<file path="src/rtl/pi_timer_pkg.sv">
package pi_timer_pkg;

    typedef struct packed {
        logic tx;
        logic smp;
        logic aud;
    } pi_gates_t;

endpackage

</file>
<file path="src/rtl/pi_period_counter.sv">
module pi_period_counter #(
    parameter int PERIOD_TICKS = 13333,
    parameter int CNT_W        = 14
) (
    input  logic [CNT_W-1:0] cnt_i,
    output logic [CNT_W-1:0] cnt_next_o,
    output logic             wrap_o
);
    localparam logic [CNT_W-1:0] LAST = CNT_W'(PERIOD_TICKS - 1);

    always_comb begin
        wrap_o     = (cnt_i == LAST);
        cnt_next_o = wrap_o ? '0 : cnt_i + 1'b1;
    end
endmodule

</file>
<file path="src/rtl/pi_delay_map.sv">
module pi_delay_map #(
    parameter int SET_W          = 8,
    parameter int CNT_W          = 14,
    parameter int DLY_MIN_TICKS  = 120,
    parameter int DLY_STEP_TICKS = 4,
    parameter int DLY_MAX_TICKS  = 12773
) (
    input  logic [SET_W-1:0] set_i,
    output logic [CNT_W-1:0] dly_o
);
    localparam int WW = SET_W + CNT_W + 4;
    localparam logic [WW-1:0] MIN_W  = WW'(DLY_MIN_TICKS);
    localparam logic [WW-1:0] STEP_W = WW'(DLY_STEP_TICKS);
    localparam logic [WW-1:0] MAX_W  = WW'(DLY_MAX_TICKS);

    logic [WW-1:0] raw;

    always_comb begin
        raw   = MIN_W + WW'(set_i) * STEP_W;
        dly_o = (raw > MAX_W) ? CNT_W'(MAX_W) : CNT_W'(raw);
    end
endmodule

</file>
<file path="src/rtl/pi_window.sv">
module pi_window #(
    parameter int CNT_W = 14,
    parameter int LEN   = 1
) (
    input  logic [CNT_W-1:0] pos_i,
    input  logic [CNT_W-1:0] start_i,
    output logic             hit_o
);
    localparam int WW = CNT_W + 1;
    localparam logic [WW-1:0] LEN_W = WW'(LEN);

    logic [WW-1:0] pos_w;
    logic [WW-1:0] lo_w;
    logic [WW-1:0] hi_w;

    always_comb begin
        pos_w = {1'b0, pos_i};
        lo_w  = {1'b0, start_i};
        hi_w  = lo_w + LEN_W;
        hit_o = (pos_w >= lo_w) && (pos_w < hi_w);
    end
endmodule

</file>
<file path="src/rtl/pi_pulse_timer.sv">
module pi_pulse_timer
    import pi_timer_pkg::*;
#(
    parameter int PERIOD_TICKS    = 13333,
    parameter int TX_TICKS        = 400,
    parameter int SMP_TICKS       = 160,
    parameter int DLY_MIN_TICKS   = 120,
    parameter int DLY_STEP_TICKS  = 4,
    parameter int SET_W           = 8,
    parameter int AUD_START_TICKS = 6000,
    parameter int AUD_TICKS       = 3000
) (
    input  logic             clk,
    input  logic             rst,
    input  logic [SET_W-1:0] dly_set,
    output logic             tx_gate,
    output logic             smp_gate,
    output logic             aud_gate
);
    localparam int CNT_W         = $clog2(PERIOD_TICKS);
    localparam int DLY_MAX_TICKS = PERIOD_TICKS - TX_TICKS - SMP_TICKS;
    localparam logic [CNT_W-1:0] TX_START  = '0;
    localparam logic [CNT_W-1:0] TX_LEN_C  = CNT_W'(TX_TICKS);
    localparam logic [CNT_W-1:0] AUD_START = CNT_W'(AUD_START_TICKS);

    typedef struct packed {
        logic [CNT_W-1:0] cnt;
        logic [CNT_W-1:0] dly;
        pi_gates_t        gates;
    } state_t;

    localparam state_t RESET_ST = '{
        cnt:   CNT_W'(PERIOD_TICKS - 1),
        dly:   '0,
        gates: '{tx: 1'b0, smp: 1'b0, aud: 1'b0}
    };

    state_t st_d, st_q;

    logic [CNT_W-1:0] cnt_next;
    logic             wrap;
    logic [CNT_W-1:0] dly_map;
    logic [CNT_W-1:0] dly_next;
    logic [CNT_W-1:0] smp_start;
    logic             tx_hit, smp_hit, aud_hit;

    pi_period_counter #(
        .PERIOD_TICKS(PERIOD_TICKS),
        .CNT_W       (CNT_W)
    ) u_cnt (
        .cnt_i     (st_q.cnt),
        .cnt_next_o(cnt_next),
        .wrap_o    (wrap)
    );

    pi_delay_map #(
        .SET_W         (SET_W),
        .CNT_W         (CNT_W),
        .DLY_MIN_TICKS (DLY_MIN_TICKS),
        .DLY_STEP_TICKS(DLY_STEP_TICKS),
        .DLY_MAX_TICKS (DLY_MAX_TICKS)
    ) u_map (
        .set_i(dly_set),
        .dly_o(dly_map)
    );

    // The setting only enters at the edge that opens a new period.
    assign dly_next  = wrap ? dly_map : st_q.dly;
    assign smp_start = TX_LEN_C + dly_next;

    pi_window #(.CNT_W(CNT_W), .LEN(TX_TICKS)) u_tx_win (
        .pos_i(cnt_next), .start_i(TX_START), .hit_o(tx_hit)
    );

    pi_window #(.CNT_W(CNT_W), .LEN(SMP_TICKS)) u_smp_win (
        .pos_i(cnt_next), .start_i(smp_start), .hit_o(smp_hit)
    );

    pi_window #(.CNT_W(CNT_W), .LEN(AUD_TICKS)) u_aud_win (
        .pos_i(cnt_next), .start_i(AUD_START), .hit_o(aud_hit)
    );

    always_comb begin
        st_d           = st_q;
        st_d.cnt       = cnt_next;
        st_d.dly       = dly_next;
        st_d.gates.tx  = tx_hit;
        st_d.gates.smp = smp_hit;
        st_d.gates.aud = aud_hit;
        if (rst) begin
            st_d = RESET_ST;
        end
    end

    always_ff @(posedge clk) begin
        st_q <= st_d;
    end

    assign tx_gate  = st_q.gates.tx;
    assign smp_gate = st_q.gates.smp;
    assign aud_gate = st_q.gates.aud;
endmodule

</file>
<file path="config.mk">
export PLATFORM = sky130hd
export DESIGN_NAME = pi_pulse_timer
export DESIGN_NICKNAME = d
export VERILOG_FILES = /design/src/rtl/pi_timer_pkg.sv /design/src/rtl/pi_period_counter.sv /design/src/rtl/pi_delay_map.sv /design/src/rtl/pi_window.sv /design/src/rtl/pi_pulse_timer.sv
export SDC_FILE = /design/constraint.sdc
export NUM_CORES = 1
export LEC_CHECK = 0
export ABC_AREA = 1
export BUFFER_PORTS_ARGS = -buffer_cell sky130_fd_sc_hd__buf_2
export CAP_MARGIN = 20
export CELL_PAD_IN_SITES_DETAIL_PLACEMENT = 1
export CELL_PAD_IN_SITES_GLOBAL_PLACEMENT = 1
export CORE_ASPECT_RATIO = 0.9
export CORE_MARGIN = 1
export CORE_UTILIZATION = 41
export DETAILED_ROUTE_END_ITERATION = 8
export GPL_TIMING_DRIVEN = 0
export PLACE_DENSITY_LB_ADDON = 0.1
export SETUP_SLACK_MARGIN = 0.05
export SYNTH_ARGS = -nofsm -noshare
export SYNTH_HDL_FRONTEND = slang
export SYNTH_HIERARCHICAL = 1
export SYNTH_SLANG_ARGS = --single-unit
</file>
<file path="constraint.sdc">
create_clock -name clk -period 3.45 [get_ports clk]
set_input_delay 0.345 -clock clk [delete_from_list [all_inputs] [get_ports clk]]
set_output_delay 0.345 -clock clk [all_outputs]
set_load 0.01 [all_outputs]
</file>
==> results_dict.tcl, run 1 <==
set metrics [dict create \
    grt_max_degree 11 \
    required_ns 3.67 \
    yosys-top-cells-count "nand2_1 (205), inv_1 (110), nor2_1 (84), ha_1 (80), nand3_1 (37)" \
    skew_ns 0.00847 \
    synth_top_area_frac 0.225 \
    dr.pass1.iters 4 \
    period_minus_slack_ns 3.44 \
    power_leakage_nw 2.99 \
    design_area_sq_um 5480 \
    layout-drive-gt1-share 0.163 \
    setup_viol 0 \
    critical-path-top-delay-family "buffers and inverters" \
    yosys-top-cells-area "ha_1 (22%), nand2_1 (17%), dfxtp_1 (14%), inv_1 (9.3%), nor2_1 (7.1%)" \
    peakVddDrop_mv 0.603 \
    grt_pass1_wl_microns 20800 \
    max_freq_mhz 291 \
    period_share 0.997 \
    antenna_found_initial 0 \
    overflow 0 \
    path_buf_inv 9 \
    synth_cell_types 37 \
    syn_area_sq_um 4460 \
    die_w_microns 112 \
    drcViolationCount 0 \
    io-pin-count 13 \
    tns_ns 0 \
    slowest_delay_ns 0.33 \
    die-area_sq_um 11300 \
    hold_ws_ns 0.286 \
    synth_edf_count 0 \
    finalHoldViolCount 0 \
    synth_top_flop_cell "dfxtp_1" \
    endpoint_kind "register" \
    rows 35 \
    synthArstFlopShare 0 \
    die_h_microns 101 \
    rsz0062_at_grt "true" \
    startpoint_type "register" \
    max_cap_violations 0 \
    max_slew_margin 0.347 \
    cts_sinks 31 \
    yosysWarnings 6 \
    yosys.area.top_type "ha_1" \
    syn_avg_cell_area_sq_um 6.26 \
    yosysMostFrequentCell "nand2_1" \
    worst_pin_slew_ns 0.976 \
    cts_buffers 5 \
    htree_levels 2 \
    final_antenna_net_count 0 \
    cts.path.max_buffers 2 \
    ys_seq_elements 31 \
    grt_usage 0.234 \
    slew_viol_final 0 \
    grt_pass1_vias 4559 \
    worstPathMaxFanout 6 \
    place_congestion 0.810 \
    root_buffer "clkbuf_16" \
    diodes 0 \
    clk-insertion-delay-late_ns 0.29 \
    wl_per_cell_microns 13.9 \
    fp.coreArea_sq_um 10400 \
    clk_pin_slew_worst_paths_ns 0.06 \
    synth_cells 712 \
    drt_iter0_markers 106 \
    fin_nets 912 \
    start_util 0.428 \
    hold_path_class "primary input to register" \
    syn2layout_area_growth_pct 22.8 \
    dp_hpwl_microns 9730 \
    place_area_sq_um 4940 \
    criticalPathCategory "register to register" \
    vias 4583 \
    wirelength_microns 13200 \
    seq_area_frac_synth 0.139 \
    cp.arrival_ns 3.66 \
    p_per_area_nw_per_um2 961 \
    cts_tree "built" \
    outcome "finished, final reports clean" \
    cpMaxStageDelayCell "dfxtp_2" \
    port_buffers 11 \
    n_fill_cell 1461 \
    vias_per_cell 4.82 \
]
sequential cells by signal, summed over array words and instances (netlist names):
signal    cells
tx_gate       1
smp_gate      1
aud_gate      1
st_q         28
metrics by stage:
step                total power [mW]   util  setup slack [ns]  std cells
floorplan                       3.17      -             0.121        784
finish                          5.26  0.525           0.00913        951
global route                    5.81  0.525            -0.216        951
global placement                3.82  0.474            -0.355        924
detailed placement              3.99  0.474            -0.436        924
CTS                             4.76  0.504            0.0552        939
power breakdown:
group / internal [mW] / switching (mW) / total, mW
clock: 0.337 / 0.168 / 0.505
combinational: 1.66 / 2.56 / 4.22
sequential: 0.469 / 0.0650 / 0.534
total: 2.47 / 2.80 / 5.26
layout make-up:
class / count / area (sq um) / area share
buffer: 12 / 111 / 0.0203
clock buffer: 6 / 129 / 0.0235
clock inverter: 1 / 30.0 / 0.00548
inverter: 122 / 468 / 0.0854
multi-input combinational: 619 / 3720 / 0.680
sequential: 31 / 627 / 0.114
tap: 129 / 161 / 0.0295
timing repair buffer: 31 / 225 / 0.0411
layout by cell type (no fill, tap or decap), types with 2 or more instances in the layout:
cell       Yosys  routed
nand4_1        9       9
nor2_2         9       8
inv_1        110     104
nand2_1      205     196
buf_12         2       3
inv_2          9      13
clkbuf_1       3       4
a21o_1         3       3
xor2_1        25      22
o21ai_1        2       2
inv_4          0       2
xnor2_1        5       4
buf_4          6      24
ha_4           0       3
o21ai_2        4       4
nand3_1       37      36
dfxtp_1       31      28
nor2_4         2       5
ha_1          80      77
nor3_1         5       5
nand3_2        8       8
conb_1         3      75
a21oi_1       35      34
o21ai_0        4       2
or2_2          5       5
nand2_2        8      15
dfxtp_2        0       2
clkinv_1       2       2
xor2_4         0       2
nor2_1        84      82
a21oi_2        2       3
nand2_4        5       7
o21ai_4        1       3
buf_8          0       2
clkbuf_16      0       5
buf_2          0      11
cells by family after synthesis:
group,after synthesis,share of synthesized area
flops,31,0.139
xor+xnor,30,0.0589
compound gates,52,0.0682
buf+inv,134,0.128
other cells,3,0.00253
fa+ha+maj,80,0.225
simple gates,382,0.379
routing by layer:
metal	track usage	share of wire	up-vias
met5	0	0	-
met3	0.0319	0.030	28
met1	0.282	0.44	2155
li1	-	-	2354
met4	0.0457	0.020	0
met2	0.442	0.51	46
final timing paths:
check | slack [ns] | startpoint | cells past startpoint | to
setup / recovery | 0.009 | st_q[18] | 26 | smp_gate
hold / removal | 0.29 | rst | 2 | st_q[30]
setup reg to reg | 0.009 | st_q[18] | 26 | smp_gate
hold reg to reg | 0.47 | st_q[4] | 2 | st_q[4]
repair_timing:
item | CTS | global route
buffers inserted | 8 | 12
hold buffers | 0 | 0
pin swaps | 10 | 19
endpoints found under the setup margin | 1 | 1
gates cloned | 0 | 0
gates resized for setup | 21 | 32
(Power assumes the default switching activity.)
==> run 2, diff against run 1 <==
--- a/config.mk
+++ b/config.mk
@@ -5,14 +5,13 @@
 export SDC_FILE = /design/constraint.sdc
 export NUM_CORES = 1
 export LEC_CHECK = 0
-export ABC_AREA = 1
 export BUFFER_PORTS_ARGS = -buffer_cell sky130_fd_sc_hd__buf_2
 export CAP_MARGIN = 20
 export CELL_PAD_IN_SITES_DETAIL_PLACEMENT = 1
 export CELL_PAD_IN_SITES_GLOBAL_PLACEMENT = 1
 export CORE_ASPECT_RATIO = 0.9
 export CORE_MARGIN = 1
-export CORE_UTILIZATION = 41
+export CORE_UTILIZATION = 44
 export DETAILED_ROUTE_END_ITERATION = 8
 export GPL_TIMING_DRIVEN = 0
 export PLACE_DENSITY_LB_ADDON = 0.1
==> run 2 against run 1 <==
  * The flow now finishes with violations (setup timing)
  * Combinational power grew 1%
  * Fmax shrank 25%
  * Global-route usage grew 2.1 points
  * Clock power shrank 41%
  * Wire length shrank 3.3%
  * Utilization grew 6.4 points
  * Sequential power grew 6.6%
  * Non-clock buffer count grew 16
  * Count of clock-buffer cells in the layout shrank 1
  * Die area shrank 16%
==> results_dict.tcl, run 2 <==
set metrics [dict create \
    final_cell_mix "ha_1 (74), conb_1 (70), inv_1 (49)" \
    cts_buffers 5 \
    hold_path_class "primary input to register" \
    vias 3905 \
    max_freq_mhz 217 \
    setup_viol 1 \
    largest-register "st_q" \
    htree_levels 2 \
    power_frac_clock 0.058 \
    p_per_area_nw_per_um2 999 \
    drt_iter0_markers 88 \
    finalPower_mw 5.14 \
    r2r_start "st_q[20]" \
    synth_edf_count 0 \
    peakVddDrop_mv 0.379 \
    syn_area_sq_um 4020 \
    rr_worst_depth 24 \
    startpoint_type "register" \
    finalHoldViolCount 0 \
    required_ns 3.61 \
    die_h_microns 92.7 \
    slew_viol_final 0 \
    yosysMostFrequentCell "ha_1" \
    hold_path_end "aud_gate" \
    p_seq_frac 0.111 \
    dr.pass1.iters 4 \
    final_common_cell "ha_1" \
    design_area_sq_um 5140 \
    max_cap_violations 0 \
    wirelength_microns 12800 \
    worstHoldStart "rst" \
    period_share 1.34 \
    synth_top_flop_cell "dfxtp_1" \
    clk-insertion-delay-late_ns 0.29 \
    cts_sinks 31 \
    rsz0062_at_grt "true" \
    synth_top_area_frac 0.249 \
    synth_cells 487 \
    p_int_mw 2.62 \
    clk_pin_slew_worst_paths_ns 0.08 \
    swShare 0.490 \
    root_buffer "clkbuf_8" \
    drcViolationCount 0 \
    fp.coreArea_sq_um 8730 \
    cts.path.max_buffers 2 \
    largest_reg_flops 28 \
    place_congestion 0.856 \
    outcome "finished, violations left" \
    syn_avg_cell_area_sq_um 8.26 \
    skew_ns 0.00951 \
    antenna_found_initial 0 \
    synth_cell_types 65 \
    diodes 0 \
    pre_cts_slack_ns -2.04 \
    endpoint_kind "register" \
    n_fill_cell 1093 \
    die_w_microns 103 \
    io-pin-count 13 \
    syn2layout_area_growth_pct 27.8 \
    power_frac_comb 0.831 \
    fin_util 0.589 \
    cp.arrival_ns 4.77 \
    min_path_cells 2 \
    grt_pass1_vias 3912 \
    power_leakage_nw 2.49 \
    period_minus_slack_ns 4.61 \
    worst_pin_slew_ns 0.700 \
    criticalPathCategory "register to register" \
    grt_pass1_wl_microns 18600 \
    cts_tree "built" \
    yosys-top-cells-area "ha_1 (25%), dfxtp_1 (15%), xnor2_1 (7.6%), inv_1 (5.0%), a21oi_1 (4.5%)" \
    wl_per_cell_microns 17.5 \
    max_slew_margin 0.532 \
    ys_seq_elements 31 \
    p_switching_mw 2.52 \
    r2r_end "smp_gate" \
    yosys.area.top_type "ha_1" \
    die-area_sq_um 9530 \
    yosys-top-cells-count "ha_1 (80), inv_1 (54), a21oi_1 (36), xnor2_1 (35), dfxtp_1 (31)" \
    rows 32 \
    reg2reg_slack_ns -1.16 \
    postCtsHoldBufs 0 \
    setup_slack_ns -1.16 \
    yosysWarnings 6 \
    seq_area_frac_synth 0.154 \
    start_util 0.461 \
    final_antenna_net_count 0 \
    place_area_sq_um 4530 \
    vias_per_cell 5.36 \
    hold_ws_ns 0.317 \
    grt_usage 0.255 \
    dp_hpwl_microns 8730 \
    port_buffers 11 \
    grt_max_degree 12 \
    synthArstFlopShare 0 \
    overflow 0 \
    fin_nets 698 \
    layout-drive-gt1-share 0.223 \
    worstPathMaxFanout 5 \
    violations "setup timing" \
]
## run 2: how the worst max path moves through the flow
stage	slack, ns	cells after the start	end	from
3_3_place_gp	-1.95	24	smp_gate	st_q[18]
4_1_cts	-1.10	24	smp_gate	st_q[17]
5_1_grt	-1.35	24	smp_gate	st_q[17]
2_1_floorplan	-1.13	22	smp_gate	st_q[20]
3_5_place_dp	-2.04	24	smp_gate	st_q[18]
6_report	-1.16	24	smp_gate	st_q[20]
## run 2: timing repair
item | in CTS | in global routing
setup buffers | 18 | 17
pin swaps | 11 | 20
gates resized for setup | 20 | 33
endpoints found under the setup margin | 3 | 3
gates cloned | 0 | 0
hold endpoints to repair | 0 | 0
## run 2: kinds of logic after synthesis
kind of cell             Yosys count  synth area share
multiplexers                      15            0.0401
flip-flops                        31             0.154
AO/OA/AOI/OAI                     95             0.162
adder cells (fa/ha/maj)           80             0.249
AND/OR/NAND/NOR                  151             0.221
XOR/XNOR                          46             0.100
buffers and inverters             66            0.0709
other                              3           0.00280
## run 2: worst max-delay path: stages, from the launching register on
cell and delay, ns:
dfxtp_4 0.37, or4b_4 0.55, nor4_4 0.34, buf_6 0.16, buf_12 0.11, buf_12 0.10, mux2i_4 0.23, inv_2 0.06
ha_4 0.18, a211o_1 0.26, nand2_1 0.08, xor2_1 0.07, mux2i_2 0.23, inv_2 0.09, buf_4 0.14, buf_4 0.12
buf_4 0.12, buf_4 0.12, buf_4 0.12, ha_1 0.17, a21o_1 0.18, a21o_1 0.18, a21oi_1 0.24, a32oi_1 0.13
nor2b_1 0.15
## run 2: metal layers
metal | global-route usage | wire, microns | part of all wire
met1 | 0.306 | 5470 | 0.43
met2 | 0.471 | 6590 | 0.52
met3 | 0.0196 | 293 | 0.023
met4 | 0.0822 | 397 | 0.031
met5 | 0 | 0 | 0
## run 2: area by class of cell
| type | count | area (sq um) | share of cell area |
|---|---|---|---|
| multi-input combinational | 457 | 3620 | 0.704 |
| tap | 119 | 149 | 0.0290 |
| clock inverter | 3 | 20.0 | 0.00389 |
| sequential | 31 | 634 | 0.123 |
| buffer | 12 | 108 | 0.0209 |
| inverter | 54 | 203 | 0.0394 |
| clock buffer | 5 | 68.8 | 0.0134 |
| timing repair buffer | 47 | 340 | 0.0662 |
## run 2: power groups by stage
stage / Sequential [mW] / Combinational, mW / Clock [mW]
finish: 0.569 / 4.27 / 0.297
global route: 0.581 / 4.63 / 0.322
CTS: 0.559 / 3.69 / 0.305
detailed placement: 0.577 / 3.25 / 0
global placement: 0.569 / 3.05 / 0
floorplan: 0.554 / 2.43 / 0
## run 2: per-stage QoR
step	instances	setup TNS [ns]
6_report	728	-1.16
5_1_grt	728	-1.47
4_1_cts	711	-1.16
3_5_place_dp	685	-2.68
3_3_place_gp	684	-2.84
2_1_floorplan	554	-1.13
